--- config.mk ---
export PLATFORM = sky130hd
export DESIGN_NAME = cmp_timer
export DESIGN_NICKNAME = d
export VERILOG_FILES = /design/src/rtl/tmr_pkg.sv /design/src/rtl/tmr_regdec.sv /design/src/rtl/tmr_chan.sv /design/src/rtl/cmp_timer.sv
export SDC_FILE = /design/constraint.sdc
export NUM_CORES = 1
export LEC_CHECK = 0
export CAP_MARGIN = 20
export CORE_ASPECT_RATIO = 0.8
export CORE_MARGIN = 2
export CORE_UTILIZATION = 35
export CTS_BUF_LIST = sky130_fd_sc_hd__clkbuf_16
export CTS_CLUSTER_SIZE = 25
export DETAILED_ROUTE_END_ITERATION = 10
export GPL_TIMING_DRIVEN = 0
export PLACE_DENSITY = 0.61
export SLEW_MARGIN = 5
export SYNTH_ARGS = -nofsm -noshare
export SYNTH_HDL_FRONTEND = slang
export SYNTH_SLANG_ARGS = --single-unit
--- constraint.sdc ---
create_clock -name clk -period 4.9 [get_ports clk]
set_clock_uncertainty 0.05 [all_clocks]
set_input_delay 1.47 -clock clk [delete_from_list [all_inputs] [get_ports clk]]
set_output_delay 1.47 -clock clk [all_outputs]
set_load 0.05 [all_outputs]
--- src/rtl/tmr_pkg.sv ---
package tmr_pkg;
    localparam int TMR_DW = 32;

    // control word bit positions (software-visible)
    localparam int CTL_PEND = 0;
    localparam int CTL_IEN  = 1;
    localparam int CTL_RUN  = 2;

    // byte offsets of the words inside one channel block
    localparam int OFS_CTL = 0;
    localparam int OFS_CMP = 4;
    localparam int OFS_CNT = 8;

    typedef struct packed {
        logic              pend;
        logic              ien;
        logic              run;
        logic [TMR_DW-1:0] cmp;
        logic [TMR_DW-1:0] cnt;
    } tmr_state_t;
endpackage

--- src/rtl/tmr_regdec.sv ---
module tmr_regdec #(
    parameter int NCH    = 2,
    parameter int AW     = 8,
    parameter int BASE   = 8,
    parameter int STRIDE = 12
) (
    input  logic           sel,
    input  logic           we,
    input  logic [AW-1:0]  addr,
    output logic [NCH-1:0] wr_ctl,
    output logic [NCH-1:0] wr_cmp,
    output logic [NCH-1:0] wr_cnt,
    output logic [NCH-1:0] rs_ctl,
    output logic [NCH-1:0] rs_cmp,
    output logic [NCH-1:0] rs_cnt
);
    import tmr_pkg::*;

    for (genvar i = 0; i < NCH; i++) begin : g_ch
        localparam logic [AW-1:0] ACTL = AW'(BASE + i*STRIDE + OFS_CTL);
        localparam logic [AW-1:0] ACMP = AW'(BASE + i*STRIDE + OFS_CMP);
        localparam logic [AW-1:0] ACNT = AW'(BASE + i*STRIDE + OFS_CNT);
        logic hit_ctl, hit_cmp, hit_cnt;
        assign hit_ctl   = sel && (addr == ACTL);
        assign hit_cmp   = sel && (addr == ACMP);
        assign hit_cnt   = sel && (addr == ACNT);
        assign wr_ctl[i] = hit_ctl && we;
        assign wr_cmp[i] = hit_cmp && we;
        assign wr_cnt[i] = hit_cnt && we;
        assign rs_ctl[i] = hit_ctl && !we;
        assign rs_cmp[i] = hit_cmp && !we;
        assign rs_cnt[i] = hit_cnt && !we;
    end
endmodule

--- src/rtl/tmr_chan.sv ---
module tmr_chan
    import tmr_pkg::*;
(
    input  logic              clk,
    input  logic              rst_n,
    input  logic              wr_ctl,
    input  logic              wr_cmp,
    input  logic              wr_cnt,
    input  logic [TMR_DW-1:0] wdata,
    output logic [TMR_DW-1:0] ctl_word,
    output logic [TMR_DW-1:0] cmp,
    output logic [TMR_DW-1:0] cnt,
    output logic              pend,
    output logic              ien,
    output logic              run,
    output logic              irq
);
    tmr_state_t st_d, st_q;
    logic       match;

    always_comb begin
        st_d  = st_q;
        match = st_q.run && (st_q.cnt == st_q.cmp);

        if (wr_ctl) begin
            st_d.ien = wdata[CTL_IEN];
            st_d.run = wdata[CTL_RUN];
            if (wdata[CTL_PEND]) begin
                st_d.pend = 1'b0;
            end
        end
        // a hardware event outranks a software clear in the same cycle
        if (match) begin
            st_d.pend = 1'b1;
        end

        if (wr_cmp) begin
            st_d.cmp = wdata;
        end

        if (wr_cnt) begin
            st_d.cnt = wdata;
        end else if (st_q.run) begin
            st_d.cnt = st_q.cnt + 1'b1;
        end
    end

    always_ff @(posedge clk or negedge rst_n) begin
        if (!rst_n) begin
            st_q <= '0;
        end else begin
            st_q <= st_d;
        end
    end

    always_comb begin
        ctl_word           = '0;
        ctl_word[CTL_PEND] = st_q.pend;
        ctl_word[CTL_IEN]  = st_q.ien;
        ctl_word[CTL_RUN]  = st_q.run;
    end

    assign cmp  = st_q.cmp;
    assign cnt  = st_q.cnt;
    assign pend = st_q.pend;
    assign ien  = st_q.ien;
    assign run  = st_q.run;
    assign irq  = st_q.pend && st_q.ien;
endmodule

--- src/rtl/cmp_timer.sv ---
module cmp_timer
    import tmr_pkg::*;
#(
    parameter int NCH    = 2,
    parameter int AW     = 8,
    parameter int BASE   = 8,
    parameter int STRIDE = 12
) (
    input  logic              clk,
    input  logic              rst_n,
    input  logic              bus_sel,
    input  logic              bus_we,
    input  logic [AW-1:0]     bus_addr,
    input  logic [TMR_DW-1:0] bus_wdata,
    output logic [TMR_DW-1:0] bus_rdata,
    output logic [NCH-1:0]    irq
);
    logic [NCH-1:0] wr_ctl, wr_cmp, wr_cnt;
    logic [NCH-1:0] rs_ctl, rs_cmp, rs_cnt;
    logic [NCH-1:0] pend_w, ien_w, run_w;
    logic [NCH-1:0][TMR_DW-1:0] ctl_w, cmp_w, cnt_w;

    tmr_regdec #(
        .NCH(NCH), .AW(AW), .BASE(BASE), .STRIDE(STRIDE)
    ) u_dec (
        .sel    (bus_sel),
        .we     (bus_we),
        .addr   (bus_addr),
        .wr_ctl (wr_ctl),
        .wr_cmp (wr_cmp),
        .wr_cnt (wr_cnt),
        .rs_ctl (rs_ctl),
        .rs_cmp (rs_cmp),
        .rs_cnt (rs_cnt)
    );

    for (genvar i = 0; i < NCH; i++) begin : g_ch
        tmr_chan u_chan (
            .clk      (clk),
            .rst_n    (rst_n),
            .wr_ctl   (wr_ctl[i]),
            .wr_cmp   (wr_cmp[i]),
            .wr_cnt   (wr_cnt[i]),
            .wdata    (bus_wdata),
            .ctl_word (ctl_w[i]),
            .cmp      (cmp_w[i]),
            .cnt      (cnt_w[i]),
            .pend     (pend_w[i]),
            .ien      (ien_w[i]),
            .run      (run_w[i]),
            .irq      (irq[i])
        );
    end

    always_comb begin
        bus_rdata = '0;
        for (int i = 0; i < NCH; i++) begin
            if (rs_ctl[i]) bus_rdata = bus_rdata | ctl_w[i];
            if (rs_cmp[i]) bus_rdata = bus_rdata | cmp_w[i];
            if (rs_cnt[i]) bus_rdata = bus_rdata | cnt_w[i];
        end
    end
endmodule

==> results.md, run 1 <==
- Post-layout instance area: 9870 sq um
- Met1 usage: 33.5%
- CP endpoint kind: output pin
- Placed insts: 1201
- Routed vias: 6965
- Core Region: 22400 sq um
- Synth Area in Compound Gates: 12.0%
- Vias per cell: 5.62
- Commonest non-fill, non-tap cells in the layout: 134 x dfrtp_1, 83 x nor2_1, 67 x xor2_1
- Fraction of layout cells with a size suffix above 1: 20.4%
- Routed Antenna Nets: 0
- Largest family of logic cells by synthesized area: simple AND/OR/NAND/NOR gates
- Largest net degree at the start of global routing: 83
- Status: finished, final reports clean
- Row count: 49
- Die Span X: 173 microns
- Worst path max stage delay: 580 ps
- Inserted Diodes: 0
- Fillers: 2170
- Total GRT Usage: 22.7%
- Die Y: 139 microns
- Post-route setup slack: 75.1 ps
- Fin crit share: 98.5%
- Hold EP: g_ch[0].u_chan.ien
- Port-buffer cells: 74
- R2R setup slack: 2390 ps
- Mux cell area share after synthesis: 10.3%
- Place WS: -1170 ps
- Main synth FF type: dfrtp_1
- Commonest non-fill, non-tap cell in the layout: dfrtp_1
- Synthesized-area fraction occupied by adder cells: 0.313%
- Synth Area per Inst: 9.75 sq um
- Yosys top cell area share: 42.0%
- Distinct cells, synth: 44
- Post-layout net count: 967
- CP Launch Type: input pin
- CP required: 3380 ps
- Final setup vio count: 0
- Max Slew Vio Count: 0
- Residual DRC: 0
- Lkg Pwr: 3.94 nW
- Gp weighted congestion: 0.910
- Drt first pass iters: 5
- Worst-skew pair later-pin latency: 430 ps
- Final HPWL DP: 19.6 mm
- M3 GR Usage: 6.63%
- Final std cells w/o fill: 1240
- CTS Buf Count: 17
- Area after DPL: 9140 sq um
- Syn_nets: 866
- Max FO, Critical Path: 10
- Slew @ Worst Pin: 797 ps
- RR Startpoint: g_ch[1].u_chan.cnt[0]
- Met2 GRT Util: 31.8%
- Synth warn: 0
- H-Tree Level Count: 4
- Period minus WS final: 4820 ps
- Crit path max-delay cell type: clkdlybuf4s50_1
- Worst-case reg-to-reg path depth: 7
- Antenna violations before repair: 1
- Post-synth EDFFs: 0
- RSZ-0062 raised after global routing: no
- Slew HR: 46.9%
- Setup CP Type: in2out
- Clk Tree Root Cell: clkbuf_16
- Critical R2R Capture: g_ch[1].u_chan.cnt[26]
- Average wire per standard cell: 21.9 microns
- Max IR drop VDD: 0.258 mV
- Starting density of the core: 35.6%
- Mapped cell area: 7990 sq um
- Iteration-0 DRC Markers: 780
- First-pass GRT wire length: 41.5 mm
- Register area share after synthesis: 42.0%
- Worst path bufs/invs: 4
- Sink Count: 134
- Hold buffers post-CTS: 0
- Synth area leaders: dfrtp_1 42%, mux2_2 9.3%, xor2_1 7.3%, xnor2_1 5.7%, nor2_1 4.0%
- Final Util: 44.0%
- Post-Syn Instances: 820
- Min-delay src: g_ch[0].u_chan.ien
- Total negative slack: 0 ps
- Number of hold violations in the final report: 0
- Die area: 24100 sq um
- Synth async-reset ratio: 100%
- Max cap viols: 0
- GR peak layer: met1
- Pwr dens: 408 nW/um^2
- Max Freq: 207 MHz
- Worst-path cell chain: clkdlybuf4s50_1 -> nand4b_1 -> buf_6 -> buf_2 -> nor2_1 -> a221o_1 -> buf_4
- IO Count: 78
- Simple-gate share of the synthesized area: 18.3%
- Crit path DAT: 3300 ps
- CTS tree: yes
- Hold Crit Class: reg2reg
- Synth Area in XOR/XNOR: 13.0%
- Cell family with most CP delay: buffers and inverters
- Vias in the first global route: 6646
- Syn-to-layout area delta: 23.5%
- Clk slew on worst S/H paths: 60 ps
- Hold depth: 1
- Yosys reg bits: 134
- Total grt overflow: 0
- Leading area contributor after synthesis: dfrtp_1
- Final wirelength: 27.1 mm
- Max Buffers Root-to-Sink: 2
## worst max path at each step
stage	cells past startpoint	startpoint	endpoint	slack, ps
3_3_place_gp	1	rst_n	g_ch[1].u_chan.cnt[16]	-3340
4_1_cts	8	bus_addr[5]	bus_rdata[22]	-60
5_1_grt	7	bus_we	bus_rdata[27]	20
3_5_place_dp	8	bus_sel	bus_rdata[22]	-1170
2_1_floorplan	6	bus_addr[2]	bus_rdata[0]	240
6_report	7	bus_we	bus_rdata[27]	80
## cell usage after synthesis (all sizes together), types with 7 or more instances
| master | instances |
|---|---|
| and3 | 16 |
| clkbuf | 40 |
| a221o | 29 |
| o211ai | 7 |
| nor4 | 17 |
| a21oi | 43 |
| dfrtp | 134 |
| nand3 | 38 |
| nand4 | 33 |
| buf | 29 |
| o21ai | 25 |
| xnor2 | 52 |
| nor2 | 86 |
| a22oi | 29 |
| nand2 | 48 |
| nor3 | 13 |
| xor2 | 67 |
| mux2i | 8 |
| mux2 | 66 |
## per-layer routing
metal	vias to the layer above	routed length (microns)
met5	-	12
met4	2	564
li1	3151	-
met1	3487	12500
met3	35	2570
met2	290	11400
## final cells by class
cell class              count  area, sq um  share of cell area (%)
inverters                   5         18.8                   0.190
multi-input cells         612         4350                    44.1
plain buffers              69          363                    3.68
well taps                 306          383                    3.88
repair buffers             82          828                    8.39
flip-flops and latches    134         3350                    34.0
clock buffers              17          425                    4.31
clock inverters            15          145                    1.47
## state kept, by name, indices dropped and copies added, names as in the netlist
register	flops
g_ch.u_chan.ien	2
g_ch.u_chan.cnt	64
g_ch.u_chan.cmp	64
g_ch.u_chan.run	2
g_ch.u_chan.pend	2
## power breakdown
group	switching, mW	leakage [nW]	internal [mW]
registers	0.207	1.56	1.27
logic	0.809	2.09	0.466
clock network	0.499	0.289	0.783
## per-stage QoR
step | hold WS, ps | power (mW)
2_1_floorplan | 435 | 2.29
3_3_place_gp | 478 | 2.70
3_5_place_dp | 471 | 2.71
4_1_cts | 487 | 4.00
5_1_grt | 507 | 4.19
6_report | 490 | 4.03
## timing repair
item	4_1_cts	5_1_grt
gates resized for setup	207	38
endpoints found under the setup margin	32	32
pin swaps	5	8
cloned	0	1
buffers inserted	2	4
## logic make-up (layout without fill, tap and decap cells)
kind of cell             after synthesis  count (layout)
buffers and inverters                 74             188
multiplexers                          74              74
adder cells (fa/ha/maj)                2               2
AND/OR/NAND/NOR                      276             276
XOR/XNOR                             119             119
flip-flops                           134             134
AO/OA/AOI/OAI                        141             141
No activity file was read; power rests on OpenSTA's default activity.
==> run 2, diff against run 1 <==
--- a/config.mk
+++ b/config.mk
@@ -12,8 +12,9 @@
 export CTS_BUF_LIST = sky130_fd_sc_hd__clkbuf_16
 export CTS_CLUSTER_SIZE = 25
 export DETAILED_ROUTE_END_ITERATION = 10
+export DONT_BUFFER_PORTS = 1
 export GPL_TIMING_DRIVEN = 0
-export PLACE_DENSITY = 0.61
+export PLACE_DENSITY = 0.57
 export SLEW_MARGIN = 5
 export SYNTH_ARGS = -nofsm -noshare
 export SYNTH_HDL_FRONTEND = slang
==> run 2 against run 1 <==
Non-clock buffer count shrank 80. Routed wire length increased by 0.73%. Flip-flop and latch count unchanged. Combinational power fell by 3%. Critical path type unchanged.
==> results.md, run 2 (same netlist as run 1, synthesis figures left out) <==
- Inserted Diodes: 0 (unchanged)
- Post-layout net count: 887 (was 967)
- Antenna violations before repair: 0 (was 1)
- H-Tree Level Count: 4 (unchanged)
- Met2 Routed Length: 11.5 mm (was 11.4 mm)
- Crit path DAT: 3250 ps (was 3300 ps)
- Die Y: 139 microns (unchanged)
- Average wire per standard cell: 23.5 microns (was 21.9 microns)
- Cell family with most CP delay: buffers and inverters (unchanged)
- Final HPWL DP: 19.7 mm (was 19.6 mm)
- Total GRT Usage: 22.9% (was 22.7%)
- RSZ-0062 raised after global routing: no (unchanged)
- Met3 wire length: 2.43 mm (was 2.57 mm)
- CP required: 3380 ps (about the same)
- Hold buffers post-CTS: 0 (unchanged)
- Hold WS: 491 ps (was 490 ps)
- Vias per cell: 5.82 (was 5.62)
- Final wirelength: 27.3 mm (was 27.1 mm)
- CTS tree: yes (unchanged)
- Routed met1 length: 12.9 mm (was 12.5 mm)
- CP endpoint kind: output pin (unchanged)
- Clock power frac: 31.4% (was 31.8%)
- Period minus WS final: 4770 ps (was 4820 ps)
- Sw power: 1.51 mW (about the same)
- Most used cell, CP: buf_2
- Number of hold violations in the final report: 0 (unchanged)
- Status: finished, final reports clean (unchanged)
- Iteration-0 DRC Markers: 700 (was 780)
- Final setup vio count: 0 (unchanged)
- Max FO, Critical Path: 10 (unchanged)
- Largest net degree at the start of global routing: 135 (was 83)
- Total grt overflow: 0 (unchanged)
- Max Freq: 210 MHz (was 207 MHz)
- Max Buffers Root-to-Sink: 2 (unchanged)
- Worst-skew pair later-pin latency: 440 ps (was 430 ps)
- Clk slew on worst S/H paths: 60 ps (about the same)
- Seq pwr share: 37.4% (was 36.5%)
- Routed Antenna Nets: 0 (unchanged)
- Slew @ Worst Pin: 850 ps (was 797 ps)
- Routed vias: 6748 (was 6965)
- Fraction of layout cells with a size suffix above 1: 19.4% (was 20.4%)
- Lkg Pwr: 3.46 nW (was 3.94 nW)
- First-pass GRT wire length: 41.3 mm (was 41.5 mm)
- Drt first pass iters: 7 (was 5)
- Setup CP Type: in2out (unchanged)
- Worst path max stage delay: 400 ps (was 580 ps)
- Hold Crit Class: reg2reg (unchanged)
- Max cap viols: 0 (unchanged)
- Worst-path cell chain: buf_2 -> nor4b_4 -> nor3b_2 -> buf_4 -> buf_2 -> a221o_2 (was clkdlybuf4s50_1 -> nand4b_1 -> buf_6 -> buf_2 -> nor2_1 -> a221o_1 -> buf_4)
- Core Region: 22400 sq um (unchanged)
- Max IR drop VDD: 0.243 mV (was 0.258 mV)
- Starting density of the core: 35.6% (unchanged)
- Clk Tree Root Cell: clkbuf_16 (unchanged)
- Placed insts: 1126 (was 1201)
- CTS Buf Count: 17 (unchanged)
- Row count: 49 (unchanged)
- Worst path bufs/invs: 3 (was 4)
- Pwr dens: 437 nW/um^2 (was 408 nW/um^2)
- Gp weighted congestion: 0.880 (was 0.910)
- Residual DRC: 0 (unchanged)
- Sink Count: 134 (unchanged)
- Port-buffer cells: 0 (was 74)
- Cell internal pwr: 2.43 mW (was 2.51 mW)
- Sw frac: 38.3% (was 37.6%)
- Die Span X: 173 microns (unchanged)
- Combinational power share: 31.2% (was 31.6%)
- Commonest non-fill, non-tap cell in the layout: dfrtp_1 (unchanged)
- IO Count: 78 (unchanged)
- Slew HR: 43.2% (was 46.9%)
- Final std cells w/o fill: 1160 (was 1240)
- CP Launch Type: input pin (unchanged)
- Max Slew Vio Count: 0 (unchanged)
- Die area: 24100 sq um (unchanged)
- Syn-to-layout area delta: 12.8% (was 23.5%)
- Commonest non-fill, non-tap cells in the layout: 134 x dfrtp_1, 85 x nor2_1, 67 x xor2_1 (was 134 x dfrtp_1, 83 x nor2_1, 67 x xor2_1)
- Crit path max-delay cell type: a221o_2 (was clkdlybuf4s50_1)
- Vias in the first global route: 6468 (was 6646)
- Top sig layer: met4 (was met5)
- Fin crit share: 97.3% (was 98.5%)
run 2: cell types whose count changed in the layout (fill, tap and decap cells not counted), moves of 6 or more:
| cell | previous run | this run |
|---|---|---|
| clkdlybuf4s50_1 | 35 | 0 |
| buf_4 | 25 | 5 |
| buf_6 | 14 | 1 |
| dlymetal6s2s_1 | 6 | 0 |
| a221o_1 | 29 | 9 |
| a221o_2 | 0 | 19 |
run 2: layer usage:
metal  vias to the layer above  GRT usage, %
li1                       2987             -
met1                      3467          33.8
met2                       267          32.5
met3                        27          7.21
met4                         0          5.44
met5                         -             0
run 2: power by group through the flow:
stage,Combinational (mW),Clock [mW],Sequential (mW)
2_1_floorplan,0.861,0,1.42
3_3_place_gp,1.16,0,1.48
3_5_place_dp,1.17,0,1.48
4_1_cts,1.19,1.25,1.46
5_1_grt,1.30,1.29,1.50
6_report,1.23,1.24,1.47
run 2: worst register-to-register path, stage by stage, from the launching register on:
cell      delay, ps
dfrtp_1         520
ha_1            240
nand4_1         290
or3_1           470
clkbuf_1        210
nor4_1          270
xnor2_1         170
a21oi_1          80
run 2: area by class of cell:
type                    instances  area (sq um)
fillers                      2285         13400
multi-input cells             612          4380
flip-flops and latches        134          3350
clock buffers                  17           425
well taps                     306           383
plain buffers                  69           319
clock inverters                15           123
inverters                       5          18.8
repair buffers                  2          15.0
run 2: worst paths after layout:
path / cells past startpoint / from / endpoint / slack (ps)
max: 6 / bus_addr[4] / bus_rdata[21] / 130
min: 1 / g_ch[0].u_chan.ien / g_ch[0].u_chan.ien / 490
max reg2reg: 7 / g_ch[1].u_chan.cnt[0] / g_ch[1].u_chan.cnt[26] / 2450
min reg2reg: 1 / g_ch[0].u_chan.ien / g_ch[0].u_chan.ien / 490
max in group asynchronous: 0 / rst_n / g_ch[1].u_chan.cmp[21] / 3880
min in group asynchronous: 0 / rst_n / g_ch[1].u_chan.ien / 680
run 2: repair_timing:
action	CTS	global route
setup endpoints to repair	26	23
gates resized for setup	28	9
cloned	0	0
pin swaps	2	1
setup buffers	2	0
hold endpoints to repair	0	0
run 2: per-stage QoR:
step                      worst slack, ps  setup TNS, ps  utilization [%]  total power, mW  cell area, sq um
after global placement               -416          -6960             37.3             2.64              8370
after detailed placement             -381          -6300             37.3             2.66              8370
after floorplan                       241              0                -             2.29              7990
final                                 132              0             40.2             3.94              9020
after CTS                            33.6              0             40.1             3.90              8990
after global routing                 25.8              0             40.2             4.08              9020
==> run 3, diff against run 2 <==
--- a/config.mk
+++ b/config.mk
@@ -18,4 +18,5 @@
 export SLEW_MARGIN = 5
 export SYNTH_ARGS = -nofsm -noshare
 export SYNTH_HDL_FRONTEND = slang
+export SYNTH_HIERARCHICAL = 1
 export SYNTH_SLANG_ARGS = --single-unit
==> run 3 against run 2 <==
Count of clock-buffer cells in the layout unchanged. Via count rose by 9.5%. Non-clock buffer count is 55 higher. Maximum frequency shrank 2.1%. Die area up 7.9%. Cell area up 12%. Utilization is 1.4 points higher. Sequential power barely moved.
==> results.md, run 3 <==
- Most used cell, CP: buf_4 (was buf_2)
- Pwr dens: 353 nW/um^2 (was 437 nW/um^2)
- Synth area leaders: dfrtp_1 39%, mux2_2 9.0%, a22oi_1 8.3%, xor2_1 6.1%, buf_4 5.8% (was dfrtp_1 42%, mux2_2 9.3%, xor2_1 7.3%, xnor2_1 5.7%, nor2_1 4.0%)
- Routed vias: 7388 (was 6748)
- Final wirelength: 30.2 mm (was 27.3 mm)
- Max Buffers Root-to-Sink: 2 (unchanged)
- Core Region: 24300 sq um (was 22400 sq um)
- Clk slew on worst S/H paths: 60 ps (about the same)
- CP required: 3380 ps (about the same)
- Vias in the first global route: 6833 (was 6468)
- Worst path max stage delay: 530 ps (was 400 ps)
- Yosys top cell area share: 38.8% (was 42.0%)
- Sink Count: 134 (unchanged)
- Synth warn: 6 (was 0)
- Die Span X: 180 microns (was 173 microns)
- Worst-skew pair later-pin latency: 440 ps (about the same)
- Clock power frac: 34.7% (was 31.4%)
- Max FO, Critical Path: 10 (unchanged)
- Max cap viols: 0 (unchanged)
- Setup CP Type: in2out (unchanged)
- Commonest non-fill, non-tap cell in the layout: dfrtp_1 (unchanged)
- Total grt overflow: 0 (unchanged)
- Fillers: 2372 (was 2285)
- Inserted Diodes: 0 (unchanged)
- Lkg Pwr: 4.49 nW (was 3.46 nW)
- Period minus WS final: 4870 ps (was 4770 ps)
- Most common cell in the synthesized netlist: dfrtp_1 (unchanged)
- Total GRT Usage: 23.4% (was 22.9%)
- Final Util: 41.6% (was 40.2%)
- Hold buffers post-CTS: 0 (unchanged)
- Sw power: 1.29 mW (was 1.51 mW)
- IO Count: 78 (unchanged)
- Final HPWL DP: 22.0 mm (was 19.7 mm)
- Register area share after synthesis: 38.8% (was 42.0%)
- Sw frac: 36.1% (was 38.3%)
- Post-layout net count: 1018 (was 887)
- Commonest non-fill, non-tap cells in the layout: 134 x dfrtp_1, 96 x a22oi_1, 75 x buf_4 (was 134 x dfrtp_1, 85 x nor2_1, 67 x xor2_1)
- Fin crit share: 99.4% (was 97.3%)
- CP endpoint kind: output pin (unchanged)
- Post-Syn Instances: 895 (was 820)
- Vias per cell: 5.67 (was 5.82)
- Leading area contributor after synthesis: dfrtp_1 (unchanged)
- First-pass GRT wire length: 44.7 mm (was 41.3 mm)
- Clk Tree Root Cell: clkbuf_16 (unchanged)
- Fraction of layout cells with a size suffix above 1: 24.4% (was 19.4%)
- Slew HR: 19.8% (was 43.2%)
- Worst-path cell chain: or4_1 -> buf_2 -> nor4_4 -> buf_4 -> buf_4 -> a22oi_1 -> nand3_2 (was buf_2 -> nor4b_4 -> nor3b_2 -> buf_4 -> buf_2 -> a221o_2)
- Distinct cells, synth: 42 (was 44)
- Syn-to-layout area delta: 17.0% (was 12.8%)
- Post-synth EDFFs: 0 (unchanged)
- Crit path DAT: 3350 ps (was 3250 ps)
- Gp weighted congestion: 0.942 (was 0.880)
- Starting density of the core: 35.5% (was 35.6%)
- Port-buffer cells: 0 (unchanged)
- CTS Buf Count: 17 (unchanged)
- Mapped cell area: 8640 sq um (was 7990 sq um)
- Average wire per standard cell: 23.2 microns (was 23.5 microns)
- Slew @ Worst Pin: 1190 ps (was 850 ps)
- Antenna violations before repair: 0 (unchanged)
- Cell internal pwr: 2.28 mW (was 2.43 mW)
- CTS tree: yes (unchanged)
- R2R setup slack: 2400 ps (was 2450 ps)
- Max Slew Vio Count: 0 (unchanged)
- Total negative slack: 0 ps (unchanged)
- H-Tree Level Count: 4 (unchanged)
- Iteration-0 DRC Markers: 619 (was 700)
- Die area: 26000 sq um (was 24100 sq um)
- Residual DRC: 0 (unchanged)
- Seq pwr share: 41.9% (was 37.4%)
- Yosys reg bits: 134 (unchanged)
- CP Launch Type: input pin (unchanged)
- Max Freq: 205 MHz (was 210 MHz)
- Main synth FF type: dfrtp_1 (unchanged)
- Synth Area per Inst: 9.65 sq um (was 9.75 sq um)
- Status: finished, final reports clean (unchanged)
- Die Y: 145 microns (was 139 microns)
- Drt first pass iters: 5 (was 7)
- Final setup vio count: 0 (unchanged)
- Row count: 51 (was 49)
- Synth async-reset ratio: 100% (unchanged)
- Max IR drop VDD: 0.245 mV (was 0.243 mV)
- RSZ-0062 raised after global routing: no (unchanged)
- Routed Antenna Nets: 0 (unchanged)
- Hold Crit Class: reg2reg (unchanged)
- Number of hold violations in the final report: 0 (unchanged)
- Combinational power share: 23.4% (was 31.2%)
- Commonest cells in the netlist: 134 x dfrtp_1, 96 x a22oi_1, 70 x nand2_1, 69 x mux2_2, 67 x buf_4 (was 134 x dfrtp_1, 85 x nor2_1, 67 x xor2_1, 66 x mux2_2, 52 x xnor2_1)
- Largest net degree at the start of global routing: 135 (unchanged)
- Crit path max-delay cell type: or4_1 (was a221o_2)
## run 3: cell type report
cell class	instances	area [sq um]	share of cell area [%]
plain buffers	124	797	7.89
clock buffers	17	425	4.21
clock inverters	15	133	1.31
inverters	10	37.5	0.371
multi-input cells	683	4950	49.0
flip-flops and latches	134	3350	33.2
well taps	318	398	3.94
repair buffers	2	12.5	0.124
## run 3: final timing paths
kind / depth (start not counted) / startpoint / end
max in group asynchronous: 0 / rst_n / g_ch[1].u_chan/cmp[3]
min in group asynchronous: 0 / rst_n / g_ch[0].u_chan/cnt[19]
worst max-delay path: 7 / bus_addr[2] / bus_rdata[1]
worst min-delay path: 1 / g_ch[0].u_chan/ien / g_ch[0].u_chan/ien
worst max register to register: 6 / g_ch[0].u_chan/cnt[4] / g_ch[0].u_chan/cnt[25]
worst min register to register: 1 / g_ch[0].u_chan/ien / g_ch[0].u_chan/ien
## run 3: routing by layer
layer / wire (microns) / GRT usage [%]
met4: 402 / 5.26
met3: 3240 / 8.91
met2: 12400 / 33.1
met1: 14100 / 33.6
met5: 0 / 0
## run 3: metrics by stage
step	power, mW	setup slack, ps	cells	hold slack, ps	instance area [sq um]
2_1_floorplan	2.04	70.1	951	411	8850
3_3_place_gp	2.30	-876	1269	458	9250
5_1_grt	3.71	0.738	1303	512	10100
3_5_place_dp	2.31	-828	1270	467	9260
6_report	3.57	28.9	1303	495	10100
4_1_cts	3.56	-4.10	1302	480	10100
## run 3: what timing repair did
item                                    CTS  global route
endpoints found under the setup margin   32            31
buffers inserted                          0             1
pin swaps                                 0             1
gates resized for setup                  50             3
gates cloned                              0             0
## run 3: cell families (layout without fill, tap and decap cells)
group | after synthesis | after routing | synth area share (%)
compound gates | 181 | 181 | 14.2
xor+xnor | 105 | 105 | 10.6
fa+ha+maj | 2 | 2 | 0.290
buf+inv | 134 | 168 | 9.46
flops | 134 | 134 | 38.8
mux | 71 | 71 | 9.23
other cells | 2 | 58 | 0.0869
simple gates | 266 | 266 | 17.3
## run 3: power by group through the flow
stage               Sequential (mW)  Clock, mW  Combinational [mW]
floorplan                      1.44          0               0.600
global placement               1.50          0               0.794
detailed placement             1.51          0               0.804
CTS                            1.49       1.25               0.812
global route                   1.52       1.30               0.894
finish                         1.50       1.24               0.836
## run 3: critical path: cells and delay by family
family                 cells  cell delay (ps)
AO/OA/AOI/OAI              1              160
buffers and inverters      3              630
AND/OR/NAND/NOR            3             1070
